===== config.mk =====
export PLATFORM = sky130hd
export DESIGN_NAME = lsm_stack_guard
export DESIGN_NICKNAME = d
export VERILOG_FILES = /design/src/rtl/lsm_guard_pkg.sv /design/src/rtl/lsm_guard_ctrl.sv /design/src/rtl/lsm_guard_dp.sv /design/src/rtl/lsm_stack_guard.sv
export SDC_FILE = /design/constraint.sdc
export NUM_CORES = 1
export LEC_CHECK = 0
export BUFFER_PORTS_ARGS = -buffer_cell sky130_fd_sc_hd__clkbuf_2
export CAP_MARGIN = 20
export CORE_MARGIN = 2
export CORE_UTILIZATION = 30
export CTS_BUF_LIST = sky130_fd_sc_hd__clkbuf_2
export DETAILED_ROUTE_END_ITERATION = 6
export GPL_TIMING_DRIVEN = 0
export SYNTH_ARGS = -nofsm -noshare
export SYNTH_HDL_FRONTEND = slang
export SYNTH_SLANG_ARGS = --single-unit
export TNS_END_PERCENT = 100

===== constraint.sdc =====
create_clock -name clk -period 17.4 [get_ports clk]
set_input_delay 1.74 -clock clk [delete_from_list [all_inputs] [get_ports clk]]
set_output_delay 1.74 -clock clk [all_outputs]
set_load 0.02 [all_outputs]

===== src/rtl/lsm_guard_pkg.sv =====
package lsm_guard_pkg;
  // Strobes from the control decoder to the address datapath
  typedef struct packed {
    logic load;      // capture a new instruction
    logic decBefore; // decrement-before form
    logic wback;     // base register update requested
  } guardCtrl_t;
endpackage


===== src/rtl/lsm_guard_ctrl.sv =====
module lsm_guard_ctrl
  import lsm_guard_pkg::*;
#(
  parameter int INSTR_W = 32,
  parameter int RN_LSB  = 16,
  parameter int RN_W    = 4,
  parameter int SP_IDX  = 13,
  parameter int WB_BIT  = 21,
  parameter int DB_BIT  = 24
) (
  input  logic               clk,
  input  logic               rstN,
  input  logic               startStb,
  input  logic               checkEn,
  input  logic [INSTR_W-1:0] instrWord,
  input  logic               belowLimit,
  output guardCtrl_t         ctrl,
  output logic               permitStb,
  output logic               faultFlag
);
  logic baseIsSp;
  logic checkOn;
  logic violate;

  always_comb begin
    ctrl.load      = startStb;
    ctrl.decBefore = instrWord[DB_BIT];
    ctrl.wback     = instrWord[WB_BIT];
  end

  assign baseIsSp = (instrWord[RN_LSB +: RN_W] == RN_W'(SP_IDX));
  assign checkOn  = checkEn & baseIsSp & ctrl.wback;
  assign violate  = checkOn & belowLimit;

  always_ff @(posedge clk) begin
    if (!rstN) begin
      permitStb <= 1'b0;
      faultFlag <= 1'b0;
    end else begin
      permitStb <= startStb & ~violate;
      faultFlag <= startStb & violate;
    end
  end
endmodule


===== src/rtl/lsm_guard_dp.sv =====
module lsm_guard_dp
  import lsm_guard_pkg::*;
#(
  parameter int DATA_W     = 32,
  parameter int LIST_W     = 16,
  parameter int WORD_BYTES = 4
) (
  input  logic              clk,
  input  logic              rstN,
  input  guardCtrl_t        ctrl,
  input  logic [LIST_W-1:0] regList,
  input  logic [DATA_W-1:0] baseVal,
  input  logic [DATA_W-1:0] stackLimit,
  output logic              belowLimit,
  output logic [DATA_W-1:0] startAddr,
  output logic [DATA_W-1:0] wbValue,
  output logic              wbFlag
);
  localparam int CNT_W      = $clog2(LIST_W + 1);
  localparam int BYTE_SHIFT = $clog2(WORD_BYTES);

  logic [CNT_W-1:0]  regCount;
  logic [DATA_W-1:0] sizeBytes;
  logic [DATA_W-1:0] downBase;
  logic [DATA_W-1:0] upBase;
  logic [DATA_W-1:0] lowAddr;
  logic [DATA_W-1:0] finalBase;

  always_comb begin
    regCount = '0;
    for (int i = 0; i < LIST_W; i++) begin
      regCount = regCount + CNT_W'(regList[i]);
    end
  end

  assign sizeBytes  = DATA_W'(regCount) << BYTE_SHIFT;
  assign downBase   = baseVal - sizeBytes;
  assign upBase     = baseVal + sizeBytes;
  assign lowAddr    = ctrl.decBefore ? downBase : baseVal;
  assign finalBase  = ctrl.decBefore ? downBase : upBase;
  assign belowLimit = (lowAddr < stackLimit);

  always_ff @(posedge clk) begin
    if (!rstN) begin
      startAddr <= '0;
      wbValue   <= '0;
      wbFlag    <= 1'b0;
    end else if (ctrl.load) begin
      startAddr <= lowAddr;
      wbValue   <= finalBase;
      wbFlag    <= ctrl.wback;
    end
  end
endmodule


===== src/rtl/lsm_stack_guard.sv =====
module lsm_stack_guard
  import lsm_guard_pkg::*;
#(
  parameter int DATA_W     = 32,
  parameter int LIST_W     = 16,
  parameter int WORD_BYTES = 4,
  parameter int RN_LSB     = 16,
  parameter int RN_W       = 4,
  parameter int SP_IDX     = 13,
  parameter int WB_BIT     = 21,
  parameter int DB_BIT     = 24
) (
  input  logic              clk,
  input  logic              rstN,
  input  logic              startStb,
  input  logic              checkEn,
  input  logic [DATA_W-1:0] instrWord,
  input  logic [DATA_W-1:0] baseVal,
  input  logic [DATA_W-1:0] stackLimit,
  output logic [DATA_W-1:0] startAddr,
  output logic [DATA_W-1:0] wbValue,
  output logic              wbFlag,
  output logic              permitStb,
  output logic              faultFlag
);
  guardCtrl_t ctrl;
  logic       belowLimit;

  lsm_guard_ctrl #(
    .INSTR_W(DATA_W), .RN_LSB(RN_LSB), .RN_W(RN_W),
    .SP_IDX(SP_IDX), .WB_BIT(WB_BIT), .DB_BIT(DB_BIT)
  ) ctrl_i (
    .clk(clk), .rstN(rstN), .startStb(startStb), .checkEn(checkEn),
    .instrWord(instrWord), .belowLimit(belowLimit), .ctrl(ctrl),
    .permitStb(permitStb), .faultFlag(faultFlag)
  );

  lsm_guard_dp #(
    .DATA_W(DATA_W), .LIST_W(LIST_W), .WORD_BYTES(WORD_BYTES)
  ) dp_i (
    .clk(clk), .rstN(rstN), .ctrl(ctrl), .regList(instrWord[LIST_W-1:0]),
    .baseVal(baseVal), .stackLimit(stackLimit), .belowLimit(belowLimit),
    .startAddr(startAddr), .wbValue(wbValue), .wbFlag(wbFlag)
  );
endmodule


# Word-level counts from Yosys, hierarchy flattened
# Index checks and enable logic that the tools add are counted.
[op_classes] magnitude_cmp=1 bitwise=6 muxes=2 n_eq_ne=1 n_addsub=17
[ops] operator="$add 5x1->5" count=14
[ops] operator="$mux 32" count=2
[ops] operator="$add 32x7->32" count=1
[ops] operator="$lt 32x32->1" count=1
[ops] operator="$sub 32x7->32" count=1
[ops] operator="$and 1x1->1" count=5
[ops] operator="$eq 4x4->1 const B" count=1
[ops] operator="$add 1x1->2" count=1
[ops] operator="$not 1->1" count=1
[word_totals] elab_cells=32 register_bits=67 output_inout_bits=67 input_bits=100

# Logic depth before layout (Yosys ltp)
[depth] ltp_word=21 mapped_depth=29 mapped_depth_nobuf=28

# Modules after synthesis
# A second synthesis with hierarchy kept.
[unflattened] hier_cells=645 hier_area_um2=5230.0
[modules_own_cells] mod="lsm_guard_dp" area_per_inst_um2=5137.4 seq_area_each_um2=1261.2 cells_per_inst=635 instances=1
[modules_own_cells] mod="lsm_guard_ctrl" area_per_inst_um2=92.6 seq_area_each_um2=40.0 cells_per_inst=10 instances=1

# Worst setup path before layout
# Ideal clock, no wire load.
[synth_timing] kind="input -> register" startpoint="in instrWord[0]" endpoint="reg ctrl_i.faultFlag" path_buffers=1 arrival_ns=7.703 cell_stages=21 slack_ns=9.562 required_ns=17.265 setup_ns=0.135 cell_sequence="ha_1 > inv_1 > fa_1 > fa_1 > fa_1 > fa_1 > fa_1 > fa_1 > inv_1 > fa_1 > or2_2 > a221oi_4 > buf_4 > nor3_1 > xor2_1 > ha_1 > nand4_1 > or2_2 > o41ai_1 > o311a_1 > nor3_1"
[synth_via] elab_chain_cells=20
[synth_lines] item="from (decl)" line="lsm_stack_guard.sv:17" text="input logic [DATA_W-1:0] instrWord,"
[synth_lines] item="$add 1x1->2" line="lsm_guard_dp.sv:32" text="regCount = regCount + CNT_W'(regList[i]);"
[synth_lines] item="$add 5x1->5 (14 in series)" line="lsm_guard_dp.sv:32"
[synth_lines] item="$sub 32x7->32" line="lsm_guard_dp.sv:37" text="assign downBase = baseVal - sizeBytes;"
[synth_lines] item="$mux 32" line="lsm_guard_dp.sv:39" text="assign lowAddr = ctrl.decBefore ? downBase : baseVal;"
[synth_lines] item="via dp_i.lowAddr[12]" line="lsm_guard_dp.sv:26" text="logic [DATA_W-1:0] lowAddr;"
[synth_lines] item="$lt 32x32->1" line="lsm_guard_dp.sv:41" text="assign belowLimit = (lowAddr < stackLimit);"
[synth_lines] item="$and 1x1->1" line="lsm_guard_ctrl.sv:33" text="assign violate = checkOn & belowLimit;"
[synth_lines] item="$and 1x1->1" line="lsm_guard_ctrl.sv:41" text="faultFlag <= startStb & violate;"
[synth_lines] item="to (signal assigned)" line="lsm_guard_ctrl.sv:41"
[synth_lines] item="to (decl)" line="lsm_guard_ctrl.sv:19" text="output logic faultFlag"
# The timed path passes the listed nets, and every way through them passes these cells.
# A chain may end at the register's enable or synchronous reset.

# Worst setup path in the final report
[layout_timing] startpoint="in instrWord[0]" endpoint="reg ctrl_i.permitStb"
[layout_via] elab_chain_cells=21
[layout_lines] item="$add 1x1->2" line="lsm_guard_dp.sv:32"
[layout_lines] item="$add 5x1->5 (14 in series)" line="lsm_guard_dp.sv:32"
[layout_lines] item="$sub 32x7->32" line="lsm_guard_dp.sv:37"
[layout_lines] item="$mux 32" line="lsm_guard_dp.sv:39"
[layout_lines] item="via dp_i.lowAddr[12]" line="lsm_guard_dp.sv:26"
[layout_lines] item="$lt 32x32->1" line="lsm_guard_dp.sv:41"
[layout_lines] item="$and 1x1->1" line="lsm_guard_ctrl.sv:33"
[layout_lines] item="$not 1->1" line="lsm_guard_ctrl.sv:40" text="permitStb <= startStb & ~violate;"
[layout_lines] item="$and 1x1->1" line="lsm_guard_ctrl.sv:40"
[layout_lines] item="to (signal assigned)" line="lsm_guard_ctrl.sv:40"
[layout_lines] item="to (decl)" line="lsm_guard_ctrl.sv:18" text="output logic permitStb,"
# The timed path passes the listed nets, and every way through them passes these cells.

==> results.cfg <==
[floorplan]
die-area_um2 = 19060
die_h_um = 138.1
die_w_um = 138.1
coreArea_um2 = 17780
io_pins = 167
initial_utilization_pct = 30.32
rows = 49

[worst_hold_path]
hold_path_depth = 2
min_to = dp_i.wbValue[12]
hp-class = register to register
min_from = dp_i.wbValue[12]

[timing]
hold_viol_final = 0
layout_setup_ws_ns = 9.282
period_share_pct = 46.66
setup_tns_ns = 0
clock_skew_ns = 0
slew_viol_final = 0
fmax_mhz = 123.2
tightest_slew_ns = 0.8251
max_slew_margin_pct = 44.99
final-setup-viol-count = 0
fin_crit_ns = 8.118
rsz0062_at_grt = no

[yosys]
synthTopCellsByArea = dfxtp_1 24%, ha_1 11%, inv_1 4.5%
synth_edf_count = 0
synth-main-ff-cell = dfxtp_1
synthArstFlopShare_pct = 0
postSynthCellCount = 647
synth-compound-area-share_pct = 18.57
yosys.area_share.adder_pct = 15.36
synth_mux_area_share_pct = 3.342
yosys_warnings = 0
synth_top_family_by_area = simple AND/OR/NAND/NOR gates
synthesis.nets = 806
synth_commonest_cells = 65 x dfxtp_1, 65 x inv_1, 55 x nor2_1
synth_cell_type_count = 70
seq_area_frac_synth_pct = 24.14
avgSynthCellArea_um2 = 8.333
ys_seq_elements = 65
synth_top_area_cell = dfxtp_1
yosysTopAreaCellShare_pct = 24.14
yosys.area_share.simple_pct = 21.81
synth_xor_area_share_pct = 8.076
synth_area_um2 = 5391

[global_routing]
grtUsageTotal_pct = 19.20
met3_usage_pct = 4.607
first_global_vias = 5211
use_met1_pct = 25.09
busiest_layer = met2
grt_max_degree = 11
grt_pass1_wl_um = 28620
grt_antenna_before_repair = 1
grt.overflow.total = 0
met2_usage_pct = 30.93

[setup_path]
worstPathRequired_ns = 17.94
r2r_slack_ns = 16.54
criticalPathCategory = input pin to register
worstPathArrival_ns = 8.66
r2r.worst_path.cells = 3
crit_fanout = 10
start_kind = input pin
rr_endpoint = dp_i.wbValue[31]
crit_path_end_kind = register
timing.rr.start = dp_i.wbValue[31]

[clock_tree]
cts_hold_buf = 0
htree_levels = 3
clockBufferDepth = 2
clock_sinks = 65
cts_tree = built
cts-root-buf = clkbuf_2
cts_resized = 0
clkLatencyLatePin_ns = 0.58
numCtsBuffers = 9
postCtsSetupBuffers = 0
clk_pin_slew_ns = 0.17

[power_and_ir_drop]
cellPowerDensity_nw_per_um2 = 102.6
leakage_uw = 0.003142
peakVddDrop_v = 0.00007879

[place]
routabilityCongestion = 0.9420
port_buffers = 142
dp_hpwl_um = 14920
preCtsSetupSlack_ns = 8.634

[cells_and_area]
layout.nets = 959
syn_to_final_growth_pct = 20.52
final_layout_size_suffix_gt1_share_pct = 25.96
fin_util_pct = 36.54

[routing]
drc_errors = 0
initialDrtViolationCount = 332
dr.pass1.iters = 5
vias = 5206
wl_um = 18400
antenna_left = 0
wl_per_cell_um = 17.77
vias_per_cell = 5.030

[run]
cap_violations = 0

[status]
status = finished, final reports clean
[worst max-delay path: stages]
cell and delay (ns):
clkbuf_2 0.08, ha_1 0.28, inv_1 0.07, fa_1 0.45, fa_1 0.51, fa_1 0.54, fa_1 0.43, fa_1 0.41
fa_1 0.51, inv_1 0.10, fa_1 0.49, or2_2 0.33, a221oi_4 0.42, buf_4 0.28, nor3_1 0.10, xor2_1 0.40
ha_1 0.21, nand4_1 0.09, or2_2 0.33, o41ai_1 0.45, o311a_1 0.30, o21ba_2 0.15
[layout make-up]
| type | count | area, um^2 |
|---|---|---|
| inverter | 67 | 251.5 |
| multi-input combinational | 471 | 3621 |
| tap | 229 | 286.5 |
| fill | 1925 | 11280 |
| antenna | 1 | 2.502 |
| buffer | 44 | 217.7 |
| timing repair buffer | 142 | 710.7 |
| clock inverter | 3 | 41.29 |
| clock buffer | 13 | 65.06 |
| sequential | 65 | 1301 |
[through the flow]
stage | total power [uW] | hold WS, ns | instance area, um^2 | instances
after global placement | 570.8 | 0.4373 | 6389 | 1018
after global routing | 731.2 | 0.4994 | 6497 | 1035
after CTS | 674.0 | 0.4657 | 6495 | 1034
final | 666.9 | 0.4610 | 6497 | 1035
after detailed placement | 575.9 | 0.4441 | 6389 | 1018
after floorplan | 472.7 | 0.5257 | 5391 | 647
[layer usage]
metal | vias to the layer above | share of wire, %
li1 | 2582 | -
met1 | 2406 | 45
met2 | 184 | 46
met3 | 34 | 6.4
met4 | 0 | 2.7
met5 | - | 0
[kinds of logic (layout without fill, tap and decap cells)]
logic type      Yosys count  after routing
buf+inv                 111            269
other cells               0              1
compound gates          141            141
fa+ha+maj                59             59
xor+xnor                 48             48
flops                    65             65
simple gates            205            205
mux                      18             18
[worst max-delay path by stage]
stage | startpoint | endpoint | slack, ns | depth (start not counted)
floorplan | instrWord[0] | ctrl_i.faultFlag | 9.56 | 21
global placement | instrWord[0] | ctrl_i.permitStb | 8.76 | 23
detailed placement | instrWord[0] | ctrl_i.faultFlag | 8.63 | 23
CTS | instrWord[0] | ctrl_i.permitStb | 9.28 | 23
global route | instrWord[0] | ctrl_i.permitStb | 8.92 | 23
finish | instrWord[0] | ctrl_i.permitStb | 9.28 | 22
[sequential cells by signal, indices dropped and copies added, names as in the netlist]
register          cells
dp_i.wbFlag           1
ctrl_i.permitStb      1
dp_i.startAddr       30
ctrl_i.faultFlag      1
dp_i.wbValue         32
[cell usage in the layout (no fill, tap or decap), types with 18 or more instances in the layout]
master and count:
mux2i_1 18, a21oi_1 30, clkbuf_1 20, a21o_1 20, nand4_1 18, ha_1 47
nor2_1 55, o21ai_0 25, dfxtp_1 65, clkbuf_2 155, inv_1 65, xor2_1 25
xnor2_1 21, nand2_1 40
[power by group]
group	internal [uW]	switching, uW	total, uW
clock	35.2	59.6	94.8
combinational	160	240	400
sequential	165	7.86	173
Note: power is estimated with default switching activity, not from simulation.
